**src/rtl/smb_pkg.sv**
```systemverilog
package smb_pkg;
  typedef enum logic [2:0] {
    PH_IDLE, PH_ADDR, PH_CMD, PH_CNT, PH_WDAT, PH_RCNT, PH_RDAT, PH_SKIP
  } phase_e;
endpackage

```
**src/rtl/smb_line_filt.sv**
```systemverilog
module smb_line_filt #(
  parameter int SYNC = 2,
  parameter int TAPS = 3
) (
  input  logic clk_i,
  input  logic rst_ni,
  input  logic line_i,
  output logic line_o
);
  logic [SYNC-1:0] sync_q;
  logic [TAPS-1:0] tap_q;

  always_ff @(posedge clk_i or negedge rst_ni) begin
    if (!rst_ni) begin
      sync_q <= '1;
      tap_q  <= '1;
      line_o <= 1'b1;
    end else begin
      sync_q <= {sync_q[SYNC-2:0], line_i};
      tap_q  <= {tap_q[TAPS-2:0], sync_q[SYNC-1]};
      if (&tap_q)       line_o <= 1'b1;
      else if (~|tap_q) line_o <= 1'b0;
    end
  end
endmodule

```
**src/rtl/smb_bus_evt.sv**
```systemverilog
module smb_bus_evt (
  input  logic clk_i,
  input  logic rst_ni,
  input  logic scl_i,
  input  logic sda_i,
  output logic start_o,
  output logic stop_o,
  output logic rise_o,
  output logic fall_o
);
  logic scl_q, sda_q;

  always_ff @(posedge clk_i or negedge rst_ni) begin
    if (!rst_ni) begin
      scl_q <= 1'b1;
      sda_q <= 1'b1;
    end else begin
      scl_q <= scl_i;
      sda_q <= sda_i;
    end
  end

  assign start_o = scl_q & scl_i & sda_q & ~sda_i;
  assign stop_o  = scl_q & scl_i & ~sda_q & sda_i;
  assign rise_o  = ~scl_q & scl_i;
  assign fall_o  = scl_q & ~scl_i;
endmodule

```
**src/rtl/smb_xfer_fsm.sv**
```systemverilog
module smb_xfer_fsm
  import smb_pkg::*;
#(
  parameter int          AW      = 8,
  parameter logic [7:0]  WR_ADDR = 8'hD2,
  parameter logic [7:0]  RD_ADDR = 8'hD3,
  parameter logic [AW-1:0] CNT_IDX = AW'(8)
) (
  input  logic          clk_i,
  input  logic          rst_ni,
  input  logic          sda_i,
  input  logic          start_i,
  input  logic          stop_i,
  input  logic          rise_i,
  input  logic          fall_i,
  output logic          sda_oe_o,
  output logic [AW-1:0] addr_o,
  output logic [7:0]    wdata_o,
  output logic          we_o,
  output logic          re_o,
  input  logic [7:0]    rdata_i
);
  phase_e        ph_q;
  logic [3:0]    bit_q;
  logic [6:0]    rx_q, tx_q;
  logic [AW-1:0] idx_q;
  logic [7:0]    left_q;
  logic          bmode_q, ack_pend_q, ack_drv_q, tx_low_q, tx_byte_q;

  logic [7:0] rx_byte;
  logic       active, tx_ph, last_bit, room, load;

  assign rx_byte  = {rx_q, sda_i};
  assign active   = (ph_q != PH_IDLE) && (ph_q != PH_SKIP);
  assign tx_ph    = (ph_q == PH_RCNT) || (ph_q == PH_RDAT);
  assign last_bit = rise_i && active && !tx_byte_q && (bit_q == 4'd7);
  assign room     = bmode_q || (left_q != 8'd0);
  assign load     = fall_i && tx_ph && (bit_q == 4'd9);

  assign we_o     = last_bit && (ph_q == PH_WDAT) && room;
  assign wdata_o  = rx_byte;
  assign re_o     = load;
  assign addr_o   = (ph_q == PH_RCNT) ? CNT_IDX : idx_q;
  assign sda_oe_o = ack_drv_q | tx_low_q;

  always_ff @(posedge clk_i or negedge rst_ni) begin
    if (!rst_ni) begin
      ph_q <= PH_IDLE;  bit_q <= '0;  rx_q <= '0;  tx_q <= '0;
      idx_q <= '0;  left_q <= '0;  bmode_q <= 1'b0;  ack_pend_q <= 1'b0;
      ack_drv_q <= 1'b0;  tx_low_q <= 1'b0;  tx_byte_q <= 1'b0;
    end else if (start_i || stop_i) begin
      // idx and mode survive a repeated START
      ph_q <= start_i ? PH_ADDR : PH_IDLE;
      bit_q <= '0;  ack_pend_q <= 1'b0;  ack_drv_q <= 1'b0;
      tx_low_q <= 1'b0;  tx_byte_q <= 1'b0;
    end else begin
      if (rise_i && active) begin
        if (bit_q < 4'd8) begin
          bit_q <= bit_q + 4'd1;
          rx_q  <= rx_byte[6:0];
        end else if (bit_q == 4'd8) begin
          bit_q <= 4'd9;
          if (tx_byte_q && sda_i) ph_q <= PH_SKIP;  // host NACK
        end
        if (last_bit) begin
          ack_pend_q <= 1'b1;
          unique case (ph_q)
            PH_ADDR: begin
              if (rx_byte == WR_ADDR)      ph_q <= PH_CMD;
              else if (rx_byte == RD_ADDR) ph_q <= bmode_q ? PH_RDAT : PH_RCNT;
              else begin ph_q <= PH_SKIP; ack_pend_q <= 1'b0; end
            end
            PH_CMD: begin
              idx_q   <= AW'(rx_byte[6:0]);
              bmode_q <= rx_byte[7];
              ph_q    <= rx_byte[7] ? PH_WDAT : PH_CNT;
            end
            PH_CNT: begin
              left_q <= rx_byte;
              ph_q   <= PH_WDAT;
            end
            PH_WDAT: begin
              if (room) begin
                idx_q <= idx_q + AW'(1);
                if (!bmode_q) left_q <= left_q - 8'd1;
              end else begin
                ph_q <= PH_SKIP;
                ack_pend_q <= 1'b0;
              end
            end
            default: ;
          endcase
        end
      end
      if (fall_i && active) begin
        if (bit_q == 4'd8) begin
          tx_low_q  <= 1'b0;
          ack_drv_q <= ack_pend_q;
        end else if (bit_q == 4'd9) begin
          bit_q      <= '0;
          ack_drv_q  <= 1'b0;
          ack_pend_q <= 1'b0;
          tx_byte_q  <= tx_ph;
          if (tx_ph) begin
            tx_q     <= rdata_i[6:0];
            tx_low_q <= ~rdata_i[7];
            if (ph_q == PH_RCNT) ph_q <= PH_RDAT;
            else                 idx_q <= idx_q + AW'(1);
          end
        end else if (tx_byte_q && bit_q != 4'd0) begin
          tx_low_q <= ~tx_q[6];
          tx_q     <= {tx_q[5:0], 1'b0};
        end
      end
    end
  end
endmodule

```
**src/rtl/smb_blk_target.sv**
```systemverilog
module smb_blk_target #(
  parameter int            AW          = 8,
  parameter logic [7:0]    WR_ADDR     = 8'hD2,
  parameter logic [7:0]    RD_ADDR     = 8'hD3,
  parameter logic [AW-1:0] CNT_IDX     = AW'(8),
  parameter int            SYNC_STAGES = 2,
  parameter int            FILT_TAPS   = 3
) (
  input  logic          clk_i,
  input  logic          rst_ni,
  input  logic          scl_i,
  input  logic          sda_i,
  output logic          sda_oe_o,
  output logic [AW-1:0] reg_addr_o,
  output logic [7:0]    reg_wdata_o,
  output logic          reg_we_o,
  output logic          reg_re_o,
  input  logic [7:0]    reg_rdata_i
);
  localparam int NLINES = 2;

  logic [NLINES-1:0] raw, filt;
  logic start, stop, rise, fall;

  assign raw = {scl_i, sda_i};

  for (genvar g = 0; g < NLINES; g++) begin : g_filt
    smb_line_filt #(.SYNC(SYNC_STAGES), .TAPS(FILT_TAPS)) u_filt (
      .clk_i, .rst_ni, .line_i(raw[g]), .line_o(filt[g])
    );
  end

  smb_bus_evt u_evt (
    .clk_i, .rst_ni, .scl_i(filt[1]), .sda_i(filt[0]),
    .start_o(start), .stop_o(stop), .rise_o(rise), .fall_o(fall)
  );

  smb_xfer_fsm #(.AW(AW), .WR_ADDR(WR_ADDR), .RD_ADDR(RD_ADDR), .CNT_IDX(CNT_IDX)) u_fsm (
    .clk_i, .rst_ni, .sda_i(filt[0]),
    .start_i(start), .stop_i(stop), .rise_i(rise), .fall_i(fall),
    .sda_oe_o, .addr_o(reg_addr_o), .wdata_o(reg_wdata_o),
    .we_o(reg_we_o), .re_o(reg_re_o), .rdata_i(reg_rdata_i)
  );
endmodule

```
**config.mk**
```make
export PLATFORM = sky130hd
export DESIGN_NAME = smb_blk_target
export DESIGN_NICKNAME = d
export VERILOG_FILES = /design/src/rtl/smb_pkg.sv /design/src/rtl/smb_line_filt.sv /design/src/rtl/smb_bus_evt.sv /design/src/rtl/smb_xfer_fsm.sv /design/src/rtl/smb_blk_target.sv
export SDC_FILE = /design/constraint.sdc
export NUM_CORES = 1
export LEC_CHECK = 0
export BUFFER_PORTS_ARGS = -buffer_cell sky130_fd_sc_hd__clkbuf_2
export CAP_MARGIN = 20
export CORE_MARGIN = 2
export CORE_UTILIZATION = 40
export DETAILED_ROUTE_END_ITERATION = 8
export GPL_TIMING_DRIVEN = 1
export PLACE_DENSITY = 0.56
export RECOVER_POWER = 50
export SLEW_MARGIN = 20
export SYNTH_ARGS = -nofsm -noshare
export SYNTH_HDL_FRONTEND = slang
export SYNTH_SLANG_ARGS = --single-unit
```
**constraint.sdc**
```tcl
create_clock -name clk_i -period 3.95 [get_ports clk_i]
set_input_delay 0.1975 -clock clk_i [delete_from_list [all_inputs] [get_ports clk_i]]
set_output_delay 0.1975 -clock clk_i [all_outputs]
set_load 0.005 [all_outputs]
```
== Word level (Yosys, flattened, before mapping) ==
Index checks and enable logic that the tools add are counted.

* Output and inout port bits: 19
* Word-level logic and storage cells: 162
* Flip-flop bits (word level): 56
* Input port bits: 12

* Equal/unequal tests: 19
* Reductions and logical operators: 35
* Magnitude comparators: 1
* Bitwise logic cells: 16
* $add $sub $neg: 3
* Multiplexer cells: 69

{| class="wikitable"
|+ Operators by type and width
! operator !! count
|-
| 8-bit two-way mux || 11
|-
| 3-bit two-way mux || 15
|-
| 8-bit one-hot mux with 2 select lines || 2
|-
| 1-bit two-way mux || 28
|-
| 4-bit two-way mux || 7
|-
| 7-bit two-way mux || 3
|-
| 8-bit == test (second input constant) || 2
|-
| 3-bit AND reduction || 5
|-
| 3-bit one-hot mux with 4 select lines || 1
|-
| 1-bit logical AND || 11
|-
| 2-bit by 1-bit != test with 1-bit output (second input constant) || 5
|-
| 3-bit == test (second input constant) || 3
|-
| 8-bit by 1-bit adder with 8-bit output (second input constant) || 1
|-
| 4-bit == test (second input constant) || 2
|-
| 1-bit inverter || 8
|-
| 2-bit nonzero test || 4
|-
| 4-bit nonzero test || 2
|-
| 8-bit nonzero test || 1
|-
| 8-bit by 1-bit subtractor with 8-bit output (second input constant) || 1
|-
| 1-bit AND || 7
|-
| 3-bit by 2-bit == test with 1-bit output (second input constant) || 2
|-
| 6-bit AND reduction || 1
|-
| 3-bit nonzero test || 2
|-
| 3-bit OR reduction || 2
|-
| other kinds (15) || 17
|}

== Depth between registers and ports, before layout ==
* Word-level depth: 14
* Depth in mapped cells: 8
* Gate-level depth less buffers: 7

== Cells and area by module ==
From an unflattened synthesis, not the netlist that was laid out.

* Cell total of the unflattened synthesis: 357
* Area, all modules: 3407.0 um2

{| class="wikitable"
|+ By module, submodules not included
! module !! cells an instance !! sequential area each (um2) !! times used !! area an instance (um2)
|-
| smb_xfer_fsm || 331 || 1051.0 || 1 || 2966.6
|-
| smb_line_filt || 10 || 157.7 || 2 || 176.4
|-
| smb_bus_evt || 6 || 52.6 || 1 || 87.6
|}

== Least setup slack after synthesis ==
Ideal clock, no wire load.

* Path kind: reg2reg
* Start point: register u_fsm.bit_q[0]
* End point: register u_fsm.idx_q[4]
* Arrival time: 1908 ps
* Clock period less this slack: 2032 ps
* Required time: 3826 ps
* Cell stages (with the launch flop): 9
* Path buffers: 1
* Setup time: 124 ps
* Path slack: 1918 ps
* Cells stage by stage: dfrtp_1 inv_1 ha_1 and3b_1 buf_2 or4_4 nand2_1 o22ai_1 a211o_1

* Cells in the longest elaborated chain, start to end: 9
* Elaborated cells on any way between the ends: 11
* Those cells by class: eq/ne: 3; mux: 7; reduce/logical: 1

{| class="wikitable"
|+ RTL lines
! element !! line !! text
|-
| start, declared || smb_xfer_fsm.sv:24 || <nowiki>logic [3:0] bit_q;</nowiki>
|-
| start signal, assigned || smb_xfer_fsm.sv:59 || <nowiki>bit_q <= bit_q + 4'd1;</nowiki>
|-
| 4-bit by 3-bit == test with 1-bit output || smb_xfer_fsm.sv:36 || <nowiki>assign last_bit = rise_i && active && !tx_byte_q && (bit_q == 4'd7);</nowiki>
|-
| 1-bit logical AND || smb_xfer_fsm.sv:36 ||
|-
| 8-bit two-way mux || smb_xfer_fsm.sv:65 || <nowiki>if (last_bit) begin</nowiki>
|-
| 8-bit two-way mux || smb_xfer_fsm.sv:57 || <nowiki>if (rise_i && active) begin</nowiki>
|-
| 8-bit two-way mux || smb_xfer_fsm.sv:107 || <nowiki>if (ph_q == PH_RCNT) ph_q <= PH_RDAT;</nowiki>
|-
| 8-bit two-way mux || smb_xfer_fsm.sv:104 || <nowiki>if (tx_ph) begin</nowiki>
|-
| 8-bit two-way mux || smb_xfer_fsm.sv:99 || <nowiki>end else if (bit_q == 4'd9) begin</nowiki>
|-
| 8-bit two-way mux || smb_xfer_fsm.sv:96 || <nowiki>if (bit_q == 4'd8) begin</nowiki>
|-
| 8-bit two-way mux (*) || smb_xfer_fsm.sv:95 || <nowiki>if (fall_i && active) begin</nowiki>
|-
| end signal, assigned || smb_xfer_fsm.sv:74 || <nowiki>idx_q <= AW'(rx_byte[6:0]);</nowiki>
|-
| end signal, assigned || smb_xfer_fsm.sv:84 || <nowiki>idx_q <= idx_q + AW'(1);</nowiki>
|-
| end signal, assigned || smb_xfer_fsm.sv:108 || <nowiki>else idx_q <= idx_q + AW'(1);</nowiki>
|-
| end, declared || smb_xfer_fsm.sv:26 || <nowiki>logic [AW-1:0] idx_q;</nowiki>
|}

Every way passes the cells marked *; elsewhere a longest branch is shown, timed or not.
A chain may end at the register's enable or synchronous reset.

==> results.md <==
* Finish-stage setup viols at 0
* Most common flop cell mapped by yosys: sky130_fd_sc_hd__dfrtp_1
* Overall routed net length at around 7300 um
* Timing startpoint of the critical path: rst_ni
* Number of global-route vias before repair at about 2500
* Post-Syn Instances at 337
* Quantity of I/O buffers inserted on ports at 30
* Power per unit of standard cell area at between 300 and 400 mW/mm2
* Clock tree from TritonCTS: yes
* Number of sinks driven by the clock tree at between 50 and 60
* Largest cells by area after synthesis: sky130_fd_sc_hd__dfrtp_1, sky130_fd_sc_hd__dfstp_2, sky130_fd_sc_hd__o21ai_0, sky130_fd_sc_hd__nand2_1, sky130_fd_sc_hd__nor2_1
* GRT overflow at 0
* Depth of the critical timing path with buffers and inverters included at 2
* Final Core Density at 0.453
* Die outline width at approximately 94 um
* Standard cell core area at between 0.007 and 0.008 mm2
* Path class of the lowest-slack min-delay path: input port to flip-flop
* Largest buffer count on any clock path at 2
* FP Rows at 32
* Leakage power at roughly 0.0015 uW
* Maximum operating frequency at between 0.3 and 0.4 GHz
* Number of cells on the worst reg-to-reg path at 5
* Post-synthesis cell type count at 72
* Final Cell Area at 0.00352 mm2
* Clock transition at the register clock pins on the worst setup and hold paths after CTS at about 0.1 ns
* Number of pins with negative max-slew slack in the final report at 57
* Setup Total Neg Slack at 0 ns
* Number of warning messages in the yosys log at 0
* Share of the clock period used by the worst path after layout at 0.664
* Number of violations reported at the end of detailed-routing iteration 0 at 148
* Full die area at slightly below 0.009 mm2
* Critical path required time at approximately 3.7 ns
* Failing checks: capacitance limit, slew limit
* Flop and latch count out of synthesis at 56
* Remaining number of nets flagged by the antenna check after routing at 0
* Mapped Area at around 0.0032 mm2
* Worst reg2reg endpoint: u_fsm.left_q[1]
* Critical path's top delay family: buffers and inverters
* FFs w/ async S/R, synth at 1.00
* Dpl cells at around 450
* Via count at about 2700
* GRT met1 Usage at 0.259
* Cell area reported after detailed placement at 0.00341 mm2
* DR vias/cell at 5.72
* Number of antenna diodes at 0
* CP arrival at approximately 2.4 ns
* Layout area overhead at 9.24%
* Part of the Yosys area used for sequential elements at 0.440
* Cell type with the highest aggregate area in the netlist: sky130_fd_sc_hd__dfrtp_1
* Proportion of layout cells with a drive suffix above 1 at 0.204
* Average routed wire per standard cell at roughly 16 um
* Starting density of the core at 0.415
* Syn Nets at 355
* Min Tclk post-route at between 2 and 3 ns
* Commonest cells after routing, fill and taps aside: sky130_fd_sc_hd__dfrtp_1, sky130_fd_sc_hd__nand2_1, sky130_fd_sc_hd__clkbuf_2, sky130_fd_sc_hd__nor2_1, sky130_fd_sc_hd__o21ai_0
* Reg-to-reg slack, setup at 1.43 ns
* Final Hold Vio Count at 0
* Xor/xnor cell area share of the yosys netlist at 0.00816
* Transition time of the tightest slew-check pin at ~3.0 ns
* Worst voltage drop across the vdd grid at about 210 uV
* Adder and majority gate portion of the synthesized area at 0.0233
* GRT Resource Usage Total at 0.179
* Main combinational cell family by area after synthesis: simple AND/OR/NAND/NOR gates
* CP endpoint: u_fsm.left_q[1]
* Routability congestion estimate at 0.810
* Clk Tree Root Cell: sky130_fd_sc_hd__clkbuf_8
* Count of buffer and inverter cells on the critical path at 2
* Post-synthesis area per instance at 9.56 um2
* First-pass iteration count of the detailed router at 4
* Half-perimeter wire length after placement at 5210 um
* Number of synthesized flops with an enable pin at 0
* Startpoint of the most critical register-to-register path: u_fsm.ph_q[2]
* Worst-path cell chain: clkbuf_2 > clkbuf_1
* Maximum fanout encountered on the critical timing path at 56
* Unrepaired setup endpoints after global routing: no
* Multiplexer share of the synthesized area at 0.0342
* Maximum cell stage delay along the critical path at 2.08 ns
* IO Pins at 31
* Final standard cell count with taps included and fillers excluded at 464
* Worst clock skew on the final layout at 0.00923 ns
* Global-route wire length before repair at between 10000 and 15000 um
* Max Cap Violations at 1
* Outcome: complete, but fails checks
* Post-Synth Simple-Gate Area at 0.245
* Capturing element type of the critical path: async pin
* Headroom to the max-slew limit at -0.976
* Met3 track utilization from global routing at 0.0329
* Maximum number of pins on one net before global-route repair at 57
* FILL cells at roughly 760
* Clock network latency to the later pin of the worst-skew pair at 0.31 ns
* Number of antenna violations at the first check in global routing at 0
* Area share of the largest cell type after synthesis at 0.326
* Post-route DRC violation count at 0
* Number of H-tree levels at 2
* Crit Path Class: input port to async pin
* Cell at the slowest stage of the critical path: sky130_fd_sc_hd__clkbuf_1
* Total CTS buffers at 5
* Global-route track usage on met2 at 0.271
* Most common cell after layout, fill and taps aside: sky130_fd_sc_hd__dfrtp_1
* GRT Max-Usage Layer: met2
* Floorplan die height at about 94 um
* Synthesized-area fraction occupied by ao, oa, aoi and oai cells at 0.205
* Worst Setup Start Kind: input port
* Number of nets in the final layout at roughly 380
-- cells by family (layout without fill, tap and decap cells) --
group	count (synthesis)	in the layout
AO/OA/AOI/OAI	98	98
flip-flops	56	56
buffers and inverters	28	53
AND/OR/NAND/NOR	136	136
multiplexers	10	10
XOR/XNOR	3	3
adder cells (fa/ha/maj)	6	6
-- stage by stage --
stage	worst slack [ns]	total power, uW	hold slack (ns)
after CTS	1.34	1350	0.0399
after global placement	1.46	1010	0.287
after global routing	0.646	1420	0.111
final	1.33	1330	0.115
after detailed placement	1.45	1010	0.286
after floorplan	1.92	903	-0.0981
-- per-layer routing --
metal / share of wire / routed length (um)
met1: 0.50 / 3650
met2: 0.45 / 3280
met3: 0.041 / 298
met4: 0.016 / 116
met5: 0 / 0
-- synth_stat cells, drive strengths merged, types with 2 or more instances --
| cell type | instances |
|---|---|
| clkbuf | 3 |
| nor4b | 2 |
| nor2b | 3 |
| or4 | 2 |
| o21a | 2 |
| o22ai | 4 |
| a211o | 3 |
| dfstp | 14 |
| nand3 | 11 |
| nand3b | 7 |
| nor3b | 3 |
| and2 | 8 |
| mux2 | 8 |
| o21ai | 27 |
| xor2 | 3 |
| nand2 | 30 |
| nor3 | 11 |
| a32oi | 3 |
| nor4 | 6 |
| buf | 13 |
| and3b | 2 |
| nand4 | 5 |
| or3 | 3 |
| inv | 12 |
| a21oi | 20 |
| mux2i | 2 |
| a22oi | 2 |
| and3 | 3 |
| o31ai | 4 |
| nand2b | 4 |
| a31oi | 12 |
| a211oi | 3 |
| or3b | 2 |
| nor2 | 29 |
| dfrtp | 42 |
| ha | 6 |
| o211ai | 4 |
-- cell type report --
| cell class | instances | area, um2 | share of cell area |
|---|---|---|---|
| clock buffer | 6 | 82.6 | 0.0235 |
| clock inverter | 2 | 10.0 | 0.00284 |
| inverter | 12 | 45.0 | 0.0128 |
| multi-input combinational | 253 | 1660 | 0.472 |
| sequential | 56 | 1420 | 0.403 |
| tap | 102 | 128 | 0.0363 |
| timing repair buffer | 33 | 174 | 0.0494 |
-- registers in the layout, indices dropped and copies added (netlist names), 2 cells and up --
| register | count |
|---|---|
| u_fsm.idx_q | 8 |
| u_fsm.left_q | 8 |
| u_fsm.rx_q | 7 |
| u_fsm.tx_q | 7 |
| g_filt.u_filt.tap_q | 6 |
| g_filt.u_filt.sync_q | 4 |
| u_fsm.bit_q | 4 |
| u_fsm.ph_q | 3 |
| g_filt.u_filt.line_o | 2 |
-- power breakdown --
part           internal (uW)  total (uW)  switching, uW
Sequential               629         736            106
Combinational            120         267            147
Clock                    140         323            183
Total                    890        1330            436
-- tightest hold or removal path, stage by stage --
cell and delay [ns]:
sky130_fd_sc_hd__clkbuf_2 0.08, sky130_fd_sc_hd__nand2_1 0.05, sky130_fd_sc_hd__a31oi_1 0.07
-- how the worst min path moves through the flow --
stage / cells after the start / to / start / slack, ns
global route: 3 / u_fsm.tx_q[4] / reg_rdata_i[4] / 0.11
detailed placement: 1 / g_filt[0].u_filt.sync_q[0] / sda_i / 0.29
global placement: 1 / g_filt[0].u_filt.sync_q[0] / sda_i / 0.29
finish: 3 / u_fsm.tx_q[4] / reg_rdata_i[4] / 0.12
CTS: 2 / u_fsm.idx_q[4] / rst_ni / 0.04
floorplan: 0 / u_fsm.ack_drv_q / rst_ni / -0.1
-- what timing repair did --
item                      CTS  global route
gates resized for setup     0             0
hold endpoints to repair    2             0
buffers inserted            0             0
hold buffers                2             0
Power figures use the tool's default switching activity.
